<file path="config.mk">
export PLATFORM = sky130hd
export DESIGN_NAME = irq_nest_ctrl
export DESIGN_NICKNAME = d
export VERILOG_FILES = /design/src/rtl/irq_nest_pkg.sv /design/src/rtl/irq_nest_arb.sv /design/src/rtl/irq_nest_stack.sv /design/src/rtl/irq_nest_ctrl.sv
export SDC_FILE = /design/constraint.sdc
export NUM_CORES = 1
export LEC_CHECK = 0
export BUFFER_PORTS_ARGS = -buffer_cell sky130_fd_sc_hd__clkbuf_2
export CORE_ASPECT_RATIO = 1.25
export CORE_MARGIN = 4
export CORE_UTILIZATION = 43
export CTS_CLUSTER_DIAMETER = 60
export DETAILED_ROUTE_END_ITERATION = 8
export PLACE_DENSITY = 0.74
export SETUP_SLACK_MARGIN = 0.15
export SLEW_MARGIN = 10
export SYNTH_ARGS = -nofsm -noshare
export SYNTH_HDL_FRONTEND = slang
export SYNTH_SLANG_ARGS = --single-unit
export TNS_END_PERCENT = 10
</file>
<file path="constraint.sdc">
create_clock -name clk -period 1.7 [get_ports clk]
set_clock_uncertainty 0.05 [all_clocks]
set_input_delay 0.255 -clock clk [delete_from_list [all_inputs] [get_ports clk]]
set_output_delay 0.255 -clock clk [all_outputs]
set_load 0.05 [all_outputs]
</file>
<file path="src/rtl/irq_nest_pkg.sv">
package irq_nest_pkg;

    typedef enum logic [1:0] {
        LVL_NONE = 2'd0,
        LVL_LOW  = 2'd1,
        LVL_HIGH = 2'd2,
        LVL_TOP  = 2'd3
    } lvl_t;

    typedef enum logic {
        ST_SCAN  = 1'b0,
        ST_OFFER = 1'b1
    } seq_state_t;

    localparam int NUM_LEVELS = 3;

endpackage

</file>
<file path="src/rtl/irq_nest_arb.sv">
module irq_nest_arb
    import irq_nest_pkg::*;
#(
    parameter int NUM_VEC = 10,
    parameter int NUM_TOP = 2,
    parameter int IDX_W   = $clog2(NUM_VEC)
) (
    input  logic [NUM_VEC-1:0] req,
    input  logic [NUM_VEC-1:0] hi,
    input  lvl_t               cur,
    output logic               found,
    output logic [IDX_W-1:0]   win_idx,
    output lvl_t               win_lvl
);

    logic [1:0] line_lvl [NUM_VEC];

    // Elevated level depends on the line position.
    for (genvar g = 0; g < NUM_VEC; g++) begin : g_line
        if (g < NUM_TOP) begin : g_top
            assign line_lvl[g] = hi[g] ? 2'(LVL_TOP) : 2'(LVL_LOW);
        end else begin : g_high
            assign line_lvl[g] = hi[g] ? 2'(LVL_HIGH) : 2'(LVL_LOW);
        end
    end

    // Highest level first, lowest line within a level.
    always_comb begin
        found   = 1'b0;
        win_idx = '0;
        win_lvl = LVL_NONE;
        for (int l = NUM_LEVELS; l >= 1; l--) begin
            if (!found && (l[1:0] > 2'(cur))) begin
                for (int i = 0; i < NUM_VEC; i++) begin
                    if (!found && req[i] && (line_lvl[i] == l[1:0])) begin
                        found   = 1'b1;
                        win_idx = i[IDX_W-1:0];
                        win_lvl = lvl_t'(l[1:0]);
                    end
                end
            end
        end
    end

endmodule

</file>
<file path="src/rtl/irq_nest_stack.sv">
module irq_nest_stack
    import irq_nest_pkg::*;
(
    input  logic clk,
    input  logic rst_n,
    input  logic push,
    input  lvl_t push_lvl,
    input  logic pop,
    output lvl_t cur
);

    // One bit per level in service; grants strictly rise, so the highest
    // set bit is the top of the nesting record.
    logic [NUM_LEVELS:1] in_svc_q;
    logic [NUM_LEVELS:1] in_svc_d;

    always_comb begin
        cur = LVL_NONE;
        for (int l = 1; l <= NUM_LEVELS; l++) begin
            if (in_svc_q[l]) cur = lvl_t'(l[1:0]);
        end
    end

    always_comb begin
        in_svc_d = in_svc_q;
        if (pop && (cur != LVL_NONE)) in_svc_d[cur] = 1'b0;
        if (push && (push_lvl != LVL_NONE)) in_svc_d[push_lvl] = 1'b1;
    end

    always_ff @(posedge clk) begin
        if (!rst_n) in_svc_q <= '0;
        else        in_svc_q <= in_svc_d;
    end

endmodule

</file>
<file path="src/rtl/irq_nest_ctrl.sv">
module irq_nest_ctrl
    import irq_nest_pkg::*;
#(
    parameter int NUM_VEC  = 10,
    parameter int NUM_TOP  = 2,
    parameter int VEC_BASE = 3,
    parameter int VEC_STEP = 8,
    parameter int ADDR_W   = 7
) (
    input  logic               clk,
    input  logic               rst_n,
    input  logic [NUM_VEC-1:0] irq_req,
    input  logic [NUM_VEC-1:0] irq_hi,
    input  logic               ack,
    input  logic               reti,
    output logic               irq_pend,
    output logic [ADDR_W-1:0]  irq_vec,
    output logic [1:0]         cur_lvl
);

    localparam int IDX_W = $clog2(NUM_VEC);

    seq_state_t state_q, state_d;
    lvl_t       cur;
    lvl_t       win_lvl, lvl_q;
    logic       found;
    logic [IDX_W-1:0]  win_idx;
    logic [ADDR_W-1:0] vec_q;
    logic              grant;

    irq_nest_arb #(
        .NUM_VEC(NUM_VEC),
        .NUM_TOP(NUM_TOP),
        .IDX_W  (IDX_W)
    ) u_arb (
        .req    (irq_req),
        .hi     (irq_hi),
        .cur    (cur),
        .found  (found),
        .win_idx(win_idx),
        .win_lvl(win_lvl)
    );

    assign grant = (state_q == ST_OFFER) && ack;

    irq_nest_stack u_stack (
        .clk     (clk),
        .rst_n   (rst_n),
        .push    (grant),
        .push_lvl(lvl_q),
        .pop     (reti),
        .cur     (cur)
    );

    always_comb begin
        state_d = state_q;
        unique case (state_q)
            ST_SCAN:  if (found) state_d = ST_OFFER;
            ST_OFFER: if (ack)   state_d = ST_SCAN;
            default:             state_d = ST_SCAN;
        endcase
    end

    // State register.
    always_ff @(posedge clk) begin
        if (!rst_n) state_q <= ST_SCAN;
        else        state_q <= state_d;
    end

    // Offer registers: captured only on the SCAN-to-OFFER edge.
    always_ff @(posedge clk) begin
        if (!rst_n) begin
            vec_q <= '0;
            lvl_q <= LVL_NONE;
        end else if ((state_q == ST_SCAN) && found) begin
            vec_q <= ADDR_W'(VEC_BASE + VEC_STEP * int'(win_idx));
            lvl_q <= win_lvl;
        end
    end

    assign irq_pend = (state_q == ST_OFFER);
    assign irq_vec  = vec_q;
    assign cur_lvl  = 2'(cur);

endmodule

</file>
Word-level counts from Yosys, hierarchy flattened
Cells that the tools add are included.
{"block": "op_classes", "n_reduce_logical": 98, "bitwise": 4, "n_eq_ne": 30, "order_cmp": 7, "addsub": 1, "muxes": 147}
{"cell": "4-bit 2-to-1 mux", "n": 25}
{"cell": "2-bit 2-to-1 mux", "n": 47}
{"cell": "1-bit logical AND", "n": 67}
{"cell": "1-bit 2-to-1 mux", "n": 66}
{"cell": "2-bit equality test (second input constant)", "n": 20}
{"cell": "1-bit zero test", "n": 29}
{"cell": "2-bit by 1-bit equality test with 1-bit output (second input constant)", "n": 10}
{"cell": "3-bit 2-to-1 mux", "n": 6}
{"cell": "2-bit by 7-bit adder with 7-bit output (first input constant)", "n": 1}
{"cell": "2-bit by 3-bit less-than comparator with 1-bit output (second input constant)", "n": 2}
{"cell": "1-bit demux with 2-bit select", "n": 2}
{"cell": "2-bit by 1-bit greater-or-equal comparator with 1-bit output (second input constant)", "n": 2}
{"cell": "2-bit > comparator (first input constant)", "n": 2}
{"cell": "2-bit nonzero test", "n": 2}
{"cell": "3-bit AND", "n": 1}
{"cell": "3-bit inverter", "n": 1}
{"cell": "3-bit OR", "n": 1}
{"cell": "1-bit by 2-bit > comparator with 1-bit output (first input constant)", "n": 1}
{"cell": "1-bit case mux with 2 select lines", "n": 1}
{"cell": "1-bit inverter", "n": 1}
{"block": "totals", "reg_bits": 13, "out_inout_bits": 10}

Logic depth before layout (Yosys ltp)
{"block": "depth", "word_depth": 152, "depth_mapped": 6, "mapped_depth_nobuf": 6}

Hierarchy
Synthesis repeated with hierarchy kept, for this count alone.
{"block": "hier_totals", "hier_cells": 116, "hier_area_um2": 923.4}
{"module": "irq_nest_arb", "seq_area_each_um2": 0.0, "cells_per_inst": 65, "n_inst": 1, "area_per_inst_um2": 439.2}
{"module": "irq_nest_ctrl", "seq_area_each_um2": 160.2, "cells_per_inst": 36, "n_inst": 1, "area_per_inst_um2": 340.3}
{"module": "irq_nest_stack", "seq_area_each_um2": 60.1, "cells_per_inst": 15, "n_inst": 1, "area_per_inst_um2": 143.9}

Least setup slack after synthesis
Ideal clock, no wire load.
{"block": "synth_path", "path_type": "input-to-reg", "startpoint": "input port irq_req[3]", "endpoint": "register lvl_q[0]", "stages": 6, "setup_ns": 0.119, "path_slack_ns": -0.128, "t_arrival_ns": 1.660, "t_required_ns": 1.531, "cell_sequence": "nor2b_1 > or4b_1 > buf_2 > o31ai_4 > nand2_2 > o221a_1"}
{"block": "synth_between", "elab_chain_cells": 135}
{"element": "start, declared", "line_no": "irq_nest_ctrl.sv:12", "text": "input logic [NUM_VEC-1:0] irq_req,"}
{"element": "1-bit logical AND (2 in series)", "line_no": "irq_nest_arb.sv:35", "text": "if (!found && req[i] && (line_lvl[i] == l[1:0])) begin"}
{"element": "1-bit 2-to-1 mux", "line_no": "irq_nest_arb.sv:35"}
{"element": "1-bit 2-to-1 mux", "line_no": "irq_nest_arb.sv:33", "text": "if (!found && (l[1:0] > 2'(cur))) begin"}
{"element": "1-bit zero test", "line_no": "irq_nest_arb.sv:35"}
{"element": "1-bit logical AND (2 in series)", "line_no": "irq_nest_arb.sv:35"}
{"element": "1-bit 2-to-1 mux", "line_no": "irq_nest_arb.sv:35"}
{"element": "1-bit 2-to-1 mux", "line_no": "irq_nest_arb.sv:33"}
{"element": "1-bit zero test", "line_no": "irq_nest_arb.sv:35"}
{"element": "[... 115 more ...]"}
{"element": "1-bit logical AND (2 in series)", "line_no": "irq_nest_arb.sv:35"}
{"element": "1-bit 2-to-1 mux", "line_no": "irq_nest_arb.sv:35"}
{"element": "1-bit 2-to-1 mux", "line_no": "irq_nest_arb.sv:33"}
{"element": "1-bit zero test", "line_no": "irq_nest_arb.sv:35"}
{"element": "1-bit logical AND (2 in series)", "line_no": "irq_nest_arb.sv:35"}
{"element": "1-bit 2-to-1 mux", "line_no": "irq_nest_arb.sv:35"}
{"element": "1-bit 2-to-1 mux", "line_no": "irq_nest_arb.sv:33"}
{"element": "1-bit logical AND", "line_no": "irq_nest_ctrl.sv:75", "text": "end else if ((state_q == ST_SCAN) && found) begin"}
{"element": "end signal, assigned", "line_no": "irq_nest_ctrl.sv:77", "text": "lvl_q <= win_lvl;"}
{"element": "end, declared", "line_no": "irq_nest_ctrl.sv:25", "text": "lvl_t win_lvl, lvl_q;"}
Several ways; a longest one is shown, not always the timed one. The select of a mux whose other input is x is not followed.
A chain may end at the register's enable or synchronous reset.

Worst setup path in the final report
{"block": "layout_path", "startpoint": "input port irq_req[1]", "endpoint": "register vec_q[3], in the netlist irq_vec[3]"}
{"block": "layout_between", "elab_chain_cells": 145}
{"element": "1-bit logical AND (2 in series)", "line_no": "irq_nest_arb.sv:35"}
{"element": "1-bit 2-to-1 mux", "line_no": "irq_nest_arb.sv:35"}
{"element": "1-bit 2-to-1 mux", "line_no": "irq_nest_arb.sv:33"}
{"element": "1-bit zero test", "line_no": "irq_nest_arb.sv:35"}
{"element": "1-bit logical AND (2 in series)", "line_no": "irq_nest_arb.sv:35"}
{"element": "1-bit 2-to-1 mux", "line_no": "irq_nest_arb.sv:35"}
{"element": "1-bit 2-to-1 mux", "line_no": "irq_nest_arb.sv:33"}
{"element": "1-bit zero test", "line_no": "irq_nest_arb.sv:35"}
{"element": "[... 125 more ...]"}
{"element": "1-bit logical AND (2 in series)", "line_no": "irq_nest_arb.sv:35"}
{"element": "1-bit 2-to-1 mux", "line_no": "irq_nest_arb.sv:35"}
{"element": "1-bit 2-to-1 mux", "line_no": "irq_nest_arb.sv:33"}
{"element": "1-bit zero test", "line_no": "irq_nest_arb.sv:35"}
{"element": "1-bit logical AND (2 in series)", "line_no": "irq_nest_arb.sv:35"}
{"element": "4-bit 2-to-1 mux / 1-bit 2-to-1 mux (equally long branches)", "line_no": "irq_nest_arb.sv:35"}
{"element": "4-bit 2-to-1 mux / 1-bit 2-to-1 mux (equally long branches)", "line_no": "irq_nest_arb.sv:33"}
{"element": "2-bit by 7-bit adder with 7-bit output / 1-bit logical AND (equally long branches)", "line_no": "irq_nest_ctrl.sv:76, irq_nest_ctrl.sv:75"}
{"element": "end signal, assigned", "line_no": "irq_nest_ctrl.sv:76", "text": "vec_q <= ADDR_W'(VEC_BASE + VEC_STEP * int'(win_idx));"}
{"element": "end, declared", "line_no": "irq_nest_ctrl.sv:28", "text": "logic [ADDR_W-1:0] vec_q;"}
Several ways; a longest one is shown, not always the timed one. The select of a mux whose other input is x is not followed.

==> flow_results.xml <==
<?xml version="1.0" encoding="UTF-8"?>
<metrics>
  <group name="worst_setup_path">
    <metric name="rrSetupSlack" unit="ns">0.14</metric>
    <metric name="crit_path_start" unit="">irq_req[1]</metric>
    <metric name="worstReg2RegEnd" unit="">irq_vec[3]$_SDFFE_PN0P_</metric>
    <metric name="crit_path_max_fanout" unit="">6</metric>
    <metric name="startpoint_of_the_worst_slack_reg_to_reg_timing_path" unit="">u_stack.in_svc_q[2]$_SDFF_PN0_</metric>
    <metric name="rr_worst_depth" unit="">7</metric>
    <metric name="crit_required" unit="ns">1.80</metric>
    <metric name="timing.critical_path.from_type" unit="">input pin</metric>
    <metric name="setup.worst_path.end_class" unit="">flop</metric>
    <metric name="worstSetupPathType" unit="">in2reg</metric>
    <metric name="worstSetupEndpoint" unit="">irq_vec[3]$_SDFFE_PN0P_</metric>
    <metric name="cp.arrival" unit="ns">1.70</metric>
  </group>
  <group name="routing">
    <metric name="drtIter0Drc" unit="">25</metric>
    <metric name="final_wirelength" unit="µm">2721</metric>
    <metric name="drtAntennaViolNets" unit="">0</metric>
    <metric name="vias_per_cell" unit="">5.710</metric>
    <metric name="num_vias" unit="">1142</metric>
    <metric name="detail_route.drc_violations" unit="">0</metric>
    <metric name="detailedRoute.firstPassIterationCount" unit="">4</metric>
    <metric name="wl_per_cell" unit="µm">13.61</metric>
  </group>
  <group name="global_route">
    <metric name="grt_first_pass_wirelength" unit="µm">4229</metric>
    <metric name="antenna_found_initial" unit="">0</metric>
    <metric name="grt_remaining_overflow" unit="">0</metric>
    <metric name="maximum_number_of_pins_on_one_net_before_global_route_repair" unit="">10</metric>
    <metric name="grt_pass1_vias" unit="">1035</metric>
    <metric name="grt_util_all_layers" unit="%">18.54</metric>
  </group>
  <group name="floorplanning">
    <metric name="dieWidth" unit="µm">48.80</metric>
    <metric name="std_cell_rows" unit="">18</metric>
    <metric name="floorplan.initialDensity" unit="%">45.14</metric>
    <metric name="area_enclosed_by_the_die_boundary" unit="µm²">2879</metric>
    <metric name="floorplan.die.height" unit="µm">59.00</metric>
    <metric name="core-area" unit="µm²">1982</metric>
    <metric name="io_pins" unit="">34</metric>
  </group>
  <group name="final_layout">
    <metric name="mostFrequentLayoutCell" unit="">clkbuf_2</metric>
    <metric name="mostFrequentLayoutCells" unit="">30 x clkbuf_2, 28 x buf_4, 12 x nand2_1</metric>
    <metric name="finish.net_count" unit="">205</metric>
    <metric name="layout-drive-gt1-share" unit="%">45.00</metric>
    <metric name="insertedDiodeCount" unit="">0</metric>
    <metric name="layout.filler_cells" unit="">172</metric>
    <metric name="layout.core_utilization" unit="%">68.81</metric>
    <metric name="finalInstanceArea" unit="µm²">1364</metric>
    <metric name="area_growth_syn_to_layout" unit="%">52.45</metric>
    <metric name="layout.cells.non_filler" unit="">200</metric>
  </group>
  <group name="synthesis">
    <metric name="yosys_register_bits" unit="">11</metric>
    <metric name="synthDistinctLibCells" unit="">44</metric>
    <metric name="postSynthCellCount" unit="">120</metric>
    <metric name="number_of_flops_mapped_to_enable_cells_by_yosys" unit="">0</metric>
    <metric name="synth-seq-area-share" unit="%">24.62</metric>
    <metric name="syn_avg_cell_area" unit="µm²">7.455</metric>
    <metric name="synth_ff_type" unit="">dfxtp_1</metric>
    <metric name="synth_async_sr_flop_share" unit="%">0</metric>
    <metric name="yosysWarningCount" unit="">0</metric>
    <metric name="mappedNetlistArea" unit="µm²">894.6</metric>
    <metric name="postSynthNetCount" unit="">144</metric>
  </group>
  <group name="clocking">
    <metric name="root_buffer" unit="">clkbuf_4</metric>
    <metric name="htree_levels" unit="">1</metric>
    <metric name="cts.sink_count" unit="">11</metric>
    <metric name="cts_hold_buf" unit="">0</metric>
    <metric name="cts_tree" unit="">yes</metric>
    <metric name="cts_max_path_buffers" unit="">2</metric>
    <metric name="clk_slew_on_worst_s_h_paths" unit="ns">0.07</metric>
    <metric name="cts-buffers-inserted" unit="">3</metric>
    <metric name="worst_skew_pair.late_latency" unit="ns">0.27</metric>
  </group>
  <group name="placed_design">
    <metric name="post-place-ws" unit="ns">-0.2835</metric>
    <metric name="routabilityCongestion" unit="">0.8445</metric>
    <metric name="io_buffers" unit="">32</metric>
    <metric name="place_area" unit="µm²">1266</metric>
    <metric name="placed_cells_incl_taps" unit="">195</metric>
    <metric name="post_dp_hpwl" unit="µm">2215</metric>
  </group>
  <group name="timing">
    <metric name="rsz0062_at_grt" unit="">yes</metric>
    <metric name="setup_tns" unit="ns">0</metric>
    <metric name="timing_max_transition_violations_final" unit="">0</metric>
    <metric name="setup_viol" unit="">0</metric>
    <metric name="fin_ws" unit="ns">0.09355</metric>
    <metric name="period_share" unit="%">94.50</metric>
    <metric name="finalHoldViolations" unit="">0</metric>
    <metric name="final.min_clock_period" unit="ns">1.606</metric>
    <metric name="hold_slack" unit="ns">0.2090</metric>
    <metric name="fmax" unit="MHz">622.5</metric>
  </group>
  <group name="job">
    <metric name="cap_violations" unit="">0</metric>
  </group>
  <group name="power">
    <metric name="ir_worst_vdd" unit="mV">0.2930</metric>
    <metric name="p_per_cell_area" unit="nW/µm²">626.6</metric>
    <metric name="power_leakage" unit="nW">0.6316</metric>
    <metric name="total_power_after_layout" unit="mW">0.8546</metric>
  </group>
  <group name="outcome">
    <metric name="outcome" unit="">completed</metric>
  </group>
  <group name="hold_path">
    <metric name="worst_hold_path_type" unit="">in2reg</metric>
  </group>
</metrics>
==> worst max-delay path, cell delays in order <==
cell	delay [ns]
buf_6	0.09
nor2b_4	0.11
or4b_4	0.58
o31a_1	0.37
o31ai_1	0.21
a31oi_1	0.07
==> cell type report <==
| type | count | area, µm² | area share, % |
|---|---|---|---|
| inverters | 7 | 26.28 | 1.927 |
| repair buffers | 60 | 382.9 | 28.07 |
| multi-input cells | 98 | 681.9 | 50.00 |
| well taps | 20 | 25.02 | 1.835 |
| clock buffers | 4 | 26.28 | 1.927 |
| flip-flops and latches | 11 | 221.5 | 16.24 |
==> synthesized netlist by cell type (2+ instances only) <==
| cell | instances | area share, % |
|---|---|---|
| buf_4 | 2 | 1.7 |
| o31a_1 | 2 | 2.0 |
| dfxtp_1 | 11 | 25 |
| nor3_1 | 6 | 3.4 |
| nor2_1 | 5 | 2.1 |
| a21oi_1 | 12 | 6.7 |
| nand3_1 | 7 | 3.9 |
| o21ai_0 | 5 | 2.8 |
| o22ai_1 | 2 | 1.4 |
| inv_1 | 7 | 2.9 |
| a22oi_1 | 3 | 2.5 |
| nand4_1 | 3 | 2.1 |
| a21o_1 | 2 | 1.7 |
| nor2b_1 | 5 | 3.5 |
| nand2b_1 | 8 | 5.6 |
| nand2_1 | 12 | 5.0 |
==> where the power goes <==
part | internal, mW | switching [mW]
Sequential | 0.278 | 0.0146
Combinational | 0.162 | 0.218
Clock | 0.0911 | 0.0915
Total | 0.530 | 0.324
==> sequential cells by signal, summed over array words and instances, names as in the netlist <==
signal            flops
u_stack.in_svc_q      3
irq_pend              1
irq_vec               5
lvl_q                 2
==> cell families after synthesis <==
family	after synthesis	synth area share [%]
buf+inv	11	5.594
simple gates	53	32.31
compound gates	44	37.06
flops	11	24.62
other cells	1	0.4192
==> worst min-delay path by stage <==
| stage | depth (start not counted) | slack (ns) | start | to |
|---|---|---|---|---|
| 2_1_floorplan | 1 | 0.32 | rst_n | irq_vec[1]$_SDFFE_PN0P_ |
| 3_3_place_gp | 2 | 0.42 | irq_vec[4]$_SDFFE_PN0P_ | irq_vec[4]$_SDFFE_PN0P_ |
| 3_5_place_dp | 2 | 0.42 | irq_vec[4]$_SDFFE_PN0P_ | irq_vec[4]$_SDFFE_PN0P_ |
| 4_1_cts | 2 | 0.21 | rst_n | irq_vec[1]$_SDFFE_PN0P_ |
| 5_1_grt | 2 | 0.22 | rst_n | irq_vec[1]$_SDFFE_PN0P_ |
| 6_report | 4 | 0.21 | reti | u_stack.in_svc_q[3]$_SDFF_PN0_ |
==> routing by layer <==
layer	vias to the layer above	share of wire, %	track usage, %
met5	-	0	0
met2	37	51	33.96
met3	9	5.2	1.259
met1	517	39	19.66
met4	0	3.8	14.23
li1	579	-	-
==> what timing repair did <==
| action | 4_1_cts | 5_1_grt |
|---|---|---|
| endpoints found under the setup margin | 8 | 10 |
| gates resized for setup | 3 | 12 |
| pin swaps | 1 | 6 |
| setup buffers | 1 | 0 |
Power figures use the tool's default switching activity.
